==> src/rtl/stm1_fa_pkg.sv <==
package stm1_fa_pkg;
  localparam logic [7:0]  A1_BYTE    = 8'hF6;
  localparam logic [7:0]  A2_BYTE    = 8'h28;
  localparam logic [31:0] ALIGN_WORD = {A1_BYTE, A1_BYTE, A2_BYTE, A2_BYTE};
endpackage

==> src/rtl/fa_pattern_det.sv <==
module fa_pattern_det #(
  parameter int BYTE_W    = 8,
  parameter int WIN_BYTES = 4,
  parameter logic [WIN_BYTES*BYTE_W-1:0] PATTERN = '0
) (
  input  logic              clk_i,
  input  logic              rst_i,
  input  logic              vld_i,
  input  logic [BYTE_W-1:0] byte_i,
  output logic              match_o
);
  localparam int HIST_W = (WIN_BYTES - 1) * BYTE_W;

  logic [HIST_W-1:0] hist_q;

  assign match_o = vld_i && ({hist_q, byte_i} == PATTERN);

  always_ff @(posedge clk_i) begin
    if (rst_i) begin
      hist_q <= '0;
    end else if (vld_i) begin
      hist_q <= {hist_q[HIST_W-BYTE_W-1:0], byte_i};
    end
  end


  idle_hold_chk: assert property (@(posedge clk_i) disable iff (rst_i)
    !$past(vld_i) |-> $stable(hist_q));
endmodule

==> src/rtl/fa_frame_ctr.sv <==
module fa_frame_ctr #(
  parameter int FRAME_LEN = 2430
) (
  input  logic clk_i,
  input  logic rst_i,
  input  logic vld_i,
  input  logic reanchor_i,
  output logic wrap_o,
  output logic bound_o
);
  localparam int CW = $clog2(FRAME_LEN);

  logic [CW-1:0] pos_q;

  assign wrap_o  = vld_i && (pos_q == CW'(FRAME_LEN - 1));
  assign bound_o = wrap_o || reanchor_i;

  always_ff @(posedge clk_i) begin
    if (rst_i) begin
      pos_q <= '0;
    end else if (vld_i) begin
      pos_q <= bound_o ? '0 : pos_q + CW'(1);
    end
  end


  pos_range_chk: assert property (@(posedge clk_i) disable iff (rst_i)
    pos_q < FRAME_LEN);


  no_double_bound_chk: assert property (@(posedge clk_i) disable iff (rst_i)
    !(reanchor_i && wrap_o));
endmodule

==> src/rtl/fa_oof_fsm.sv <==
module fa_oof_fsm #(
  parameter int GOOD_NEED = 2,
  parameter int ERR_SDH   = 5,
  parameter int ERR_SONET = 4
) (
  input  logic clk_i,
  input  logic rst_i,
  input  logic vld_i,
  input  logic wrap_i,
  input  logic match_i,
  input  logic sonet_i,
  output logic reanchor_o,
  output logic oof_o,
  output logic oof_n_o
);
  localparam int ERR_MAX = (ERR_SDH > ERR_SONET) ? ERR_SDH : ERR_SONET;
  localparam int EW      = $clog2(ERR_MAX + 1);
  localparam int GW      = $clog2(GOOD_NEED + 1);

  logic          oof_q, oof_d;
  logic [GW-1:0] good_q, good_d;
  logic [EW-1:0] err_q, err_d, thr;

  assign thr = sonet_i ? EW'(ERR_SONET) : EW'(ERR_SDH);

  always_comb begin
    oof_d      = oof_q;
    good_d     = good_q;
    err_d      = err_q;
    reanchor_o = 1'b0;
    if (oof_q) begin
      if (wrap_i && match_i) begin
        if (good_q + GW'(1) >= GW'(GOOD_NEED)) begin
          oof_d  = 1'b0;
          good_d = '0;
          err_d  = '0;
        end else begin
          good_d = good_q + GW'(1);
        end
      end else if (wrap_i) begin
        good_d = '0;
      end else if (vld_i && match_i) begin
        reanchor_o = 1'b1;
        good_d     = GW'(1);
      end
    end else if (wrap_i) begin
      if (match_i) begin
        err_d = '0;
      end else if (err_q + EW'(1) >= thr) begin
        oof_d  = 1'b1;
        err_d  = '0;
        good_d = '0;
      end else begin
        err_d = err_q + EW'(1);
      end
    end
  end

  always_ff @(posedge clk_i) begin
    if (rst_i) begin
      oof_q  <= 1'b1;
      good_q <= '0;
      err_q  <= '0;
    end else begin
      oof_q  <= oof_d;
      good_q <= good_d;
      err_q  <= err_d;
    end
  end

  assign oof_o   = oof_q;
  assign oof_n_o = oof_d;


  oof_exit_at_bound_chk: assert property (@(posedge clk_i) disable iff (rst_i)
    $fell(oof_q) |-> $past(wrap_i && match_i));


  oof_entry_at_bound_chk: assert property (@(posedge clk_i) disable iff (rst_i)
    $rose(oof_q) |-> $past(wrap_i && !match_i));


  err_run_bound_chk: assert property (@(posedge clk_i) disable iff (rst_i)
    err_q < ERR_MAX);


  good_idle_in_sync_chk: assert property (@(posedge clk_i) disable iff (rst_i)
    !oof_q |-> (good_q == '0));
endmodule

==> src/rtl/fa_lof_fsm.sv <==
module fa_lof_fsm #(
  parameter int LOF_SET = 24,
  parameter int LOF_CLR = 24
) (
  input  logic clk_i,
  input  logic rst_i,
  input  logic wrap_i,
  input  logic match_i,
  input  logic oof_n_i,
  output logic lof_o,
  output logic lof_n_o
);
  localparam int LMAX = (LOF_SET > LOF_CLR) ? LOF_SET : LOF_CLR;
  localparam int LW   = $clog2(LMAX + 1);

  logic          lof_q, lof_d;
  logic [LW-1:0] run_q, run_d;

  always_comb begin
    lof_d = lof_q;
    run_d = run_q;
    if (wrap_i) begin
      if (!lof_q) begin
        if (oof_n_i) begin
          if (run_q + LW'(1) >= LW'(LOF_SET)) begin
            lof_d = 1'b1;
            run_d = '0;
          end else begin
            run_d = run_q + LW'(1);
          end
        end else begin
          run_d = '0;
        end
      end else begin
        if (!oof_n_i && match_i) begin
          if (run_q + LW'(1) >= LW'(LOF_CLR)) begin
            lof_d = 1'b0;
            run_d = '0;
          end else begin
            run_d = run_q + LW'(1);
          end
        end else begin
          run_d = '0;
        end
      end
    end
  end

  always_ff @(posedge clk_i) begin
    if (rst_i) begin
      lof_q <= 1'b1;
      run_q <= '0;
    end else begin
      lof_q <= lof_d;
      run_q <= run_d;
    end
  end

  assign lof_o   = lof_q;
  assign lof_n_o = lof_d;


  lof_run_bound_chk: assert property (@(posedge clk_i) disable iff (rst_i)
    run_q < LMAX);


  lof_move_at_bound_chk: assert property (@(posedge clk_i) disable iff (rst_i)
    (lof_q != $past(lof_q)) |-> $past(wrap_i));
endmodule

==> src/rtl/stm1_frame_align.sv <==
module stm1_frame_align
  import stm1_fa_pkg::*;
#(
  parameter int FRAME_LEN = 2430,
  parameter int GOOD_NEED = 2,
  parameter int ERR_SDH   = 5,
  parameter int ERR_SONET = 4,
  parameter int LOF_SET   = 24,
  parameter int LOF_CLR   = 24
) (
  input  logic       clk_i,
  input  logic       rst_i,
  input  logic       byte_vld_i,
  input  logic [7:0] byte_i,
  input  logic       sonet_mode_i,
  input  logic       oof_mask_i,
  input  logic       lof_mask_i,
  output logic       frame_start_o,
  output logic       oof_o,
  output logic       lof_o,
  output logic       oof_chg_o,
  output logic       lof_chg_o,
  output logic       irq_o
);
  logic match, wrap, bound, reanchor;
  logic oof_q, oof_n, lof_q, lof_n;
  logic fs_q, och_q, lch_q, irq_q;

  fa_pattern_det #(
    .BYTE_W(8), .WIN_BYTES(4), .PATTERN(ALIGN_WORD)
  ) det_i (
    .clk_i(clk_i), .rst_i(rst_i), .vld_i(byte_vld_i), .byte_i(byte_i),
    .match_o(match)
  );

  fa_frame_ctr #(.FRAME_LEN(FRAME_LEN)) ctr_i (
    .clk_i(clk_i), .rst_i(rst_i), .vld_i(byte_vld_i),
    .reanchor_i(reanchor), .wrap_o(wrap), .bound_o(bound)
  );

  fa_oof_fsm #(
    .GOOD_NEED(GOOD_NEED), .ERR_SDH(ERR_SDH), .ERR_SONET(ERR_SONET)
  ) oof_i (
    .clk_i(clk_i), .rst_i(rst_i), .vld_i(byte_vld_i), .wrap_i(wrap),
    .match_i(match), .sonet_i(sonet_mode_i), .reanchor_o(reanchor),
    .oof_o(oof_q), .oof_n_o(oof_n)
  );

  fa_lof_fsm #(.LOF_SET(LOF_SET), .LOF_CLR(LOF_CLR)) lof_i (
    .clk_i(clk_i), .rst_i(rst_i), .wrap_i(wrap), .match_i(match),
    .oof_n_i(oof_n), .lof_o(lof_q), .lof_n_o(lof_n)
  );

  always_ff @(posedge clk_i) begin
    if (rst_i) begin
      fs_q  <= 1'b0;
      och_q <= 1'b0;
      lch_q <= 1'b0;
      irq_q <= 1'b0;
    end else begin
      fs_q  <= bound;
      och_q <= oof_n != oof_q;
      lch_q <= lof_n != lof_q;
      irq_q <= ((oof_n != oof_q) && !oof_mask_i) ||
               ((lof_n != lof_q) && !lof_mask_i);
    end
  end

  assign frame_start_o = fs_q;
  assign oof_o         = oof_q;
  assign lof_o         = lof_q;
  assign oof_chg_o     = och_q;
  assign lof_chg_o     = lch_q;
  assign irq_o         = irq_q;


  lof_set_needs_oof_chk: assert property (@(posedge clk_i) disable iff (rst_i)
    $rose(lof_o) |-> oof_o);


  lof_clear_needs_sync_chk: assert property (@(posedge clk_i) disable iff (rst_i)
    $fell(lof_o) |-> !oof_o);


  oof_chg_pulse_chk: assert property (@(posedge clk_i) disable iff (rst_i)
    oof_chg_o |-> (oof_o != $past(oof_o)));


  irq_has_cause_chk: assert property (@(posedge clk_i) disable iff (rst_i)
    irq_o |-> (oof_chg_o || lof_chg_o));
endmodule

==> config.mk <==
export PLATFORM = sky130hd
export DESIGN_NAME = stm1_frame_align
export DESIGN_NICKNAME = d
export VERILOG_FILES = /design/src/rtl/stm1_fa_pkg.sv /design/src/rtl/fa_pattern_det.sv /design/src/rtl/fa_frame_ctr.sv /design/src/rtl/fa_oof_fsm.sv /design/src/rtl/fa_lof_fsm.sv /design/src/rtl/stm1_frame_align.sv
export SDC_FILE = /design/constraint.sdc
export NUM_CORES = 1
export LEC_CHECK = 0
export BUFFER_PORTS_ARGS = -buffer_cell sky130_fd_sc_hd__buf_2
export CAP_MARGIN = 20
export CELL_PAD_IN_SITES_DETAIL_PLACEMENT = 0
export CELL_PAD_IN_SITES_GLOBAL_PLACEMENT = 1
export CORE_ASPECT_RATIO = 0.5
export CORE_MARGIN = 8
export CORE_UTILIZATION = 45
export DETAILED_ROUTE_END_ITERATION = 7
export GPL_ROUTABILITY_DRIVEN = 0
export MAX_ROUTING_LAYER = met4
export PLACE_DENSITY = 0.82
export SLEW_MARGIN = 20
export SYNTH_ARGS = -nofsm -noshare
export SYNTH_HDL_FRONTEND = slang
export SYNTH_SLANG_ARGS = --single-unit
==> constraint.sdc <==
create_clock -name clk_i -period 2.2 [get_ports clk_i]
set_input_delay 0.22 -clock clk_i [delete_from_list [all_inputs] [get_ports clk_i]]
set_output_delay 0.22 -clock clk_i [all_outputs]
set_load 0.05 [all_outputs]
# [Word-level counts from Yosys, hierarchy flattened]
# Index checks and enable logic that the tools add are counted.
[classes] reduce_logical=17 eq_ne=7 add_sub_neg=4 order_cmp=3 mux=36
[ops] op="== test 32 bit (second input constant)" count=1
[ops] op="2-to-1 mux 5 bit" count=4
[ops] op="2-to-1 mux 3 bit" count=6
[ops] op="2-to-1 mux 1 bit" count=17
[ops] op="2-to-1 mux 2 bit" count=8
[ops] op="adder 12 x 1 -> 12 bit (second input constant)" count=1
[ops] op="== test 12 bit (second input constant)" count=1
[ops] op="2-to-1 mux 12 bit" count=1
[ops] op="logical AND 1 bit" count=7
[ops] op="!= test 2 bit (second input constant)" count=3
[ops] op="adder 5 x 1 -> 5 bit (second input constant)" count=1
[ops] op="greater-or-equal comparator 5 bit (second input constant)" count=1
[ops] op="AND reduction 4 bit" count=1
[ops] op="nonzero test 2 bit" count=2
[ops] op="adder 3 x 1 -> 3 bit (second input constant)" count=1
[ops] op="greater-or-equal comparator 3 bit" count=1
[ops] op="zero test 1 bit" count=3
[ops] op="AND reduction 3 bit" count=1
[ops] op="nonzero test 3 bit" count=1
[ops] op="adder 2 x 1 -> 2 bit (second input constant)" count=1
[ops] op="greater-or-equal comparator 2 bit (second input constant)" count=1
[ops] op="logical OR 1 bit" count=2
[ops] op="!= test 1 bit" count=2
[word_totals] regBits=52 input_bits=14 output_inout_bits=6 elab_cells=78

# [Depth between registers and ports, before layout]
[depth] ltp_word=14 ltp_mapped=9 depth_no_buf=8

# [By module]
# From an unflattened synthesis, not the netlist that was laid out.
[hier_totals] cells_unflattened=263 area_unflattened_um2=2512.4
[modules_own_cells] mod="fa_pattern_det" seq_area_each_um2=480.5 area_per_inst_um2=924.6 n_inst=1 cells_each=89
[modules_own_cells] mod="fa_frame_ctr" seq_area_each_um2=240.2 area_per_inst_um2=610.6 n_inst=1 cells_each=66
[modules_own_cells] mod="fa_lof_fsm" seq_area_each_um2=120.1 area_per_inst_um2=455.4 n_inst=1 cells_each=54
[modules_own_cells] mod="fa_oof_fsm" seq_area_each_um2=120.1 area_per_inst_um2=387.9 n_inst=1 cells_each=43
[modules_own_cells] mod="stm1_frame_align" seq_area_each_um2=80.1 area_per_inst_um2=133.9 n_inst=1 cells_each=11

# [Worst setup path after synthesis]
# No wires, ideal clock.
[synth_timing] path_kind="reg-to-reg" from="reg oof_i.oof_q, in the netlist oof_i.oof_o" to="reg irq_q, in the netlist irq_o" path_stages_with_launch=7 slack_ns=0.105 synth_period_minus_slack_ns=2.095 n_path_buf=1 required_time_ns=2.112 t_arrival_ns=2.007 setup_time_ns=0.088 path_cell_list="dfxtp_1 > clkbuf_1 > o41a_1 > nor4_2 > nor3_1 > o21ai_2 > o32ai_2"
[synth_between] elab_chain_cells=9 elab_cells_between_ends=12 classes_between="eq/ne (2); mux (5); reduce/logical (5)"
[synth_rtl] item="from (decl)" line_no="fa_oof_fsm.sv:20" rtl="logic oof_q, oof_d;"
[synth_rtl] item="from (signal assigned)" line_no="fa_oof_fsm.sv:65" rtl="oof_q <= oof_d;"
[synth_rtl] item="2-to-1 mux 1 bit" line_no="fa_oof_fsm.sv:31" rtl="if (oof_q) begin"
[synth_rtl] item="zero test 1 bit" line_no="fa_lof_fsm.sv:35" rtl="if (!oof_n_i && match_i) begin"
[synth_rtl] item="logical AND 1 bit" line_no="fa_lof_fsm.sv:35"
[synth_rtl] item="2-to-1 mux 1 bit" line_no="fa_lof_fsm.sv:35"
[synth_rtl] item="2-to-1 mux 1 bit" line_no="fa_lof_fsm.sv:23" rtl="if (!lof_q) begin"
[synth_rtl] item="2-to-1 mux 1 bit" line_no="fa_lof_fsm.sv:22" rtl="if (wrap_i) begin"
[synth_rtl] item="!= test 1 bit" line_no="stm1_frame_align.sv:65" rtl="((lof_n != lof_q) && !lof_mask_i);"
[synth_rtl] item="logical AND 1 bit" line_no="stm1_frame_align.sv:65"
[synth_rtl] item="logical OR 1 bit (*)" line_no="stm1_frame_align.sv:64" rtl="irq_q <= ((oof_n != oof_q) && !oof_mask_i) ||"
[synth_rtl] item="to (signal assigned)" line_no="stm1_frame_align.sv:64"
[synth_rtl] item="to (decl)" line_no="stm1_frame_align.sv:27" rtl="logic fs_q, och_q, lch_q, irq_q;"
# Mark *: on every way between the ends. The rest lies on a longest branch, timed or not.
# A chain may end at the register's enable or synchronous reset.

# [Final worst setup path]
[layout_timing] from="reg det_i.hist_q[1]" to="reg irq_q, in the netlist irq_o"
[layout_between] elab_chain_cells=13 elab_cells_between_ends=18 classes_between="eq/ne (3); mux (8); reduce/logical (7)"
[layout_rtl] item="from (decl)" line_no="fa_pattern_det.sv:14" rtl="logic [HIST_W-1:0] hist_q;"
[layout_rtl] item="from (signal assigned)" line_no="fa_pattern_det.sv:22" rtl="hist_q <= {hist_q[HIST_W-BYTE_W-1:0], byte_i};"
[layout_rtl] item="== test 32 bit (*)" line_no="fa_pattern_det.sv:16" rtl="assign match_o = vld_i && ({hist_q, byte_i} == PATTERN);"
[layout_rtl] item="logical AND 1 bit (*)" line_no="fa_pattern_det.sv:16"
[layout_rtl] item="2-to-1 mux 1 bit / logical AND 1 bit (equally long branches)" line_no="fa_oof_fsm.sv:47, fa_oof_fsm.sv:32"
[layout_rtl] item="2-to-1 mux 1 bit (on tied branches)" line_no="fa_oof_fsm.sv:46, fa_oof_fsm.sv:32"
[layout_rtl] item="2-to-1 mux 1 bit" line_no="fa_oof_fsm.sv:31"
[layout_rtl] item="zero test 1 bit" line_no="fa_lof_fsm.sv:35"
[layout_rtl] item="logical AND 1 bit" line_no="fa_lof_fsm.sv:35"
[layout_rtl] item="2-to-1 mux 1 bit" line_no="fa_lof_fsm.sv:35"
[layout_rtl] item="2-to-1 mux 1 bit" line_no="fa_lof_fsm.sv:23"
[layout_rtl] item="2-to-1 mux 1 bit" line_no="fa_lof_fsm.sv:22"
[layout_rtl] item="!= test 1 bit" line_no="stm1_frame_align.sv:65"
[layout_rtl] item="logical AND 1 bit" line_no="stm1_frame_align.sv:65"
[layout_rtl] item="logical OR 1 bit (*)" line_no="stm1_frame_align.sv:64"
# Marks and branches as above.

==> impl_metrics.yaml <==
synth:
  syn_area_per_cell_um2: 9.17
  yosysMostFrequentCell: "dfxtp_1"
  yosysWarnings: 0
  synth_area_mm2: 0.00240
  synth-seq-cells: 52
  yosys-mux-area-fraction_pct: 10.4
  synth_top_area_share_pct: 43.3
  synth-simple-area-share_pct: 26.8
  synth_nets: 283
  synth.area.top_cells: "dfxtp_1 (43%), mux2i_1 (10%), nor2_1 (7.2%)"
  synth_fa_ha_area_share_pct: 3.64
  synthCells: 262
  synth_xor_area_share_pct: 4.37
  async_reset_ff_share_pct: 0
  synth_top_area_cell: "dfxtp_1"
  synth.distinct_cells: 47
  synthTopCellsByCount: "dfxtp_1 (52), nor2_1 (46), mux2i_1 (25), nand2_1 (17), a21oi_1 (11)"
  synth_compound_area_share_pct: 8.12
  synth_top_family_by_area: "simple AND/OR/NAND/NOR gates"
  synth_edf_count: 0
  synth_flop_cell: "dfxtp_1"
  ys_seq_area_share_pct: 43.3
setup_path:
  worst_setup_path_end_kind: "register"
  path_delay_family: "simple AND/OR/NAND/NOR gates"
  ff2ff_path_depth: 6
  cpPeakStageDelay_ns: 0.52
  cp.depth: 6
  crit_path_top_delay_cell: "or3_4"
  arrival_ns: 2.30
  critPathBufInv: 0
  worstPathRequired_ns: 2.42
  start_kind: "register"
  cp_max_fo: 5
  crit_chain: "nor4b_2 > nand4_1 > or3_4 > nor3_4 > o21ai_2 > o32ai_2"
  path_class: "reg2reg"
floorplanning:
  io_pins: 20
  initial_core_util_pct: 47.6
  die_w_um: 119
  die-area_mm2: 0.00808
  die_h_um: 67.7
  rows: 18
  core_area_mm2: 0.00504
sta:
  period_share_pct: 94.5
  fmax_ghz: 0.481
  setup_viol: 0
  slew_headroom_pct: 74.2
  clock_skew_ns: 0.00852
  slew_violations: 0
  hold_violations: 0
  tightest_slew_ns: 0.384
  whs_ns: 0.101
  finalCriticalPeriod_ns: 2.08
global_routing:
  grt_overflow: 0
  grt_pass1_vias: 1781
  grt_pass1_wl_um: 8110
  grt_max_degree: 30
  antenna_found_initial: 0
  gr-usage-all-layers_pct: 12.7
clocking:
  cts.sinks: 52
  clkTransAtPathRegs_ns: 0.09
  cts_buffers: 5
  h-tree-depth: 2
  clock_latency_ns: 0.30
  cts.path.max_buffers: 2
  tritoncts: "built"
  clock-root-buffer: "clkbuf_8"
worst_hold_path:
  hold_class: "in2reg"
  hold_path_depth: 2
power:
  powerDensity_mw_per_mm2: 624
  power.leakage_nw: 1.13
  power_mw: 1.71
  peakVddDrop_mv: 0.275
layout:
  num-fill-cells: 477
  diodes: 0
  fin_nets: 308
  final_core_util_pct: 54.2
  fin_cells: 358
  area_growth_pct: 13.8
  drive_above_1_share_pct: 16.7
routing:
  routedWlPerCell_um: 13.2
  drc_errors: 0
  via_count: 1846
  dr.pass1.iters: 4
  detail-route-antenna-nets: 0
  first_iter_violations: 109
  wl_um: 4710
  viasPerCell: 5.16
place:
  port_buffers: 19
  hpwl_um: 3520
  place_inst: 347
flow_run:
  maxCapViolations: 0
outcome:
  outcome: "complete, no violations"
metrics by stage:
step                      setup TNS, ns  area [um2]  setup WS, ns
after floorplan                       0        2400         0.105
after global placement                0        2600         0.228
after detailed placement              0        2600         0.143
after CTS                             0        2700         0.123
after global routing           -0.00333        2740      -0.00333
final                                 0        2740         0.120
worst paths after layout:
kind	from	end	slack, ns
hold reg to reg	oof_i.good_q[1]	oof_i.good_q[1]	0.46
setup reg to reg	det_i.hist_q[1]	irq_o	0.12
setup / recovery	det_i.hist_q[1]	irq_o	0.12
hold / removal	oof_mask_i	irq_o	0.10
sequential cells by signal, summed over array words and instances (netlist names), 2 cells and up:
signal	flops
lof_i.run_q	5
oof_i.good_q	2
ctr_i.pos_q	12
oof_i.err_q	3
det_i.hist_q	24
cell type report:
class	instances	area [um2]	area share, %
Multi-Input combinational cell	190	1290	47.2
Sequential cell	52	1040	38.1
Timing Repair Buffer	30	178	6.49
Tap cell	70	87.6	3.20
Clock buffer	6	72.6	2.65
Clock inverter	2	35.0	1.28
Inverter	8	30.0	1.10
routing by layer:
layer | up-vias | part of all wire, % | global-route usage [%]
met1 | 849 | 52 | 15.8
met5 | - | 0 | -
met4 | 0 | 0.47 | 4.31
li1 | 969 | - | -
met3 | 2 | 3.7 | 3.24
met2 | 26 | 43 | 19.9
cell usage in the layout (no fill, tap or decap), types with 4 or more instances in the layout:
master,n
dfxtp_1,51
nor2_1,46
mux2i_1,25
buf_2,19
nand2_1,17
a21oi_1,11
buf_4,11
xor2_1,9
inv_1,8
ha_1,7
nand3_1,6
nand4_1,5
o21ai_1,5
clkbuf_8,5
nor3b_1,4
nor3_1,4
or3_1,4
nand3b_1,4
worst reg2reg max path, delay by kind of cell, from the launching register on:
family          cells  cell delay, ns
compound gates      2            0.36
flops               1            0.35
simple gates        4            1.30
cells by family (layout without fill, tap and decap cells):
kind of cell    Yosys count  count (layout)
simple gates            116             116
flops                    52              52
xor+xnor                 12              12
compound gates           30              30
buf+inv                  20              46
fa+ha+maj                 7               7
mux                      25              25
report_power, final:
group / switching, mW / internal [mW] / total (mW)
combinational: 0.0489 / 0.0435 / 0.0925
sequential: 0.0169 / 0.961 / 0.978
clock: 0.299 / 0.338 / 0.637
repair_timing:
| action | CTS | global route |
|---|---|---|
| hold endpoints to repair | 0 | 0 |
| resized for setup | 0 | 2 |
| endpoints found under the setup margin | 0 | 4 |
| hold buffers | 0 | 0 |
| buffers inserted | 0 | 3 |
(Power assumes the default switching activity.)
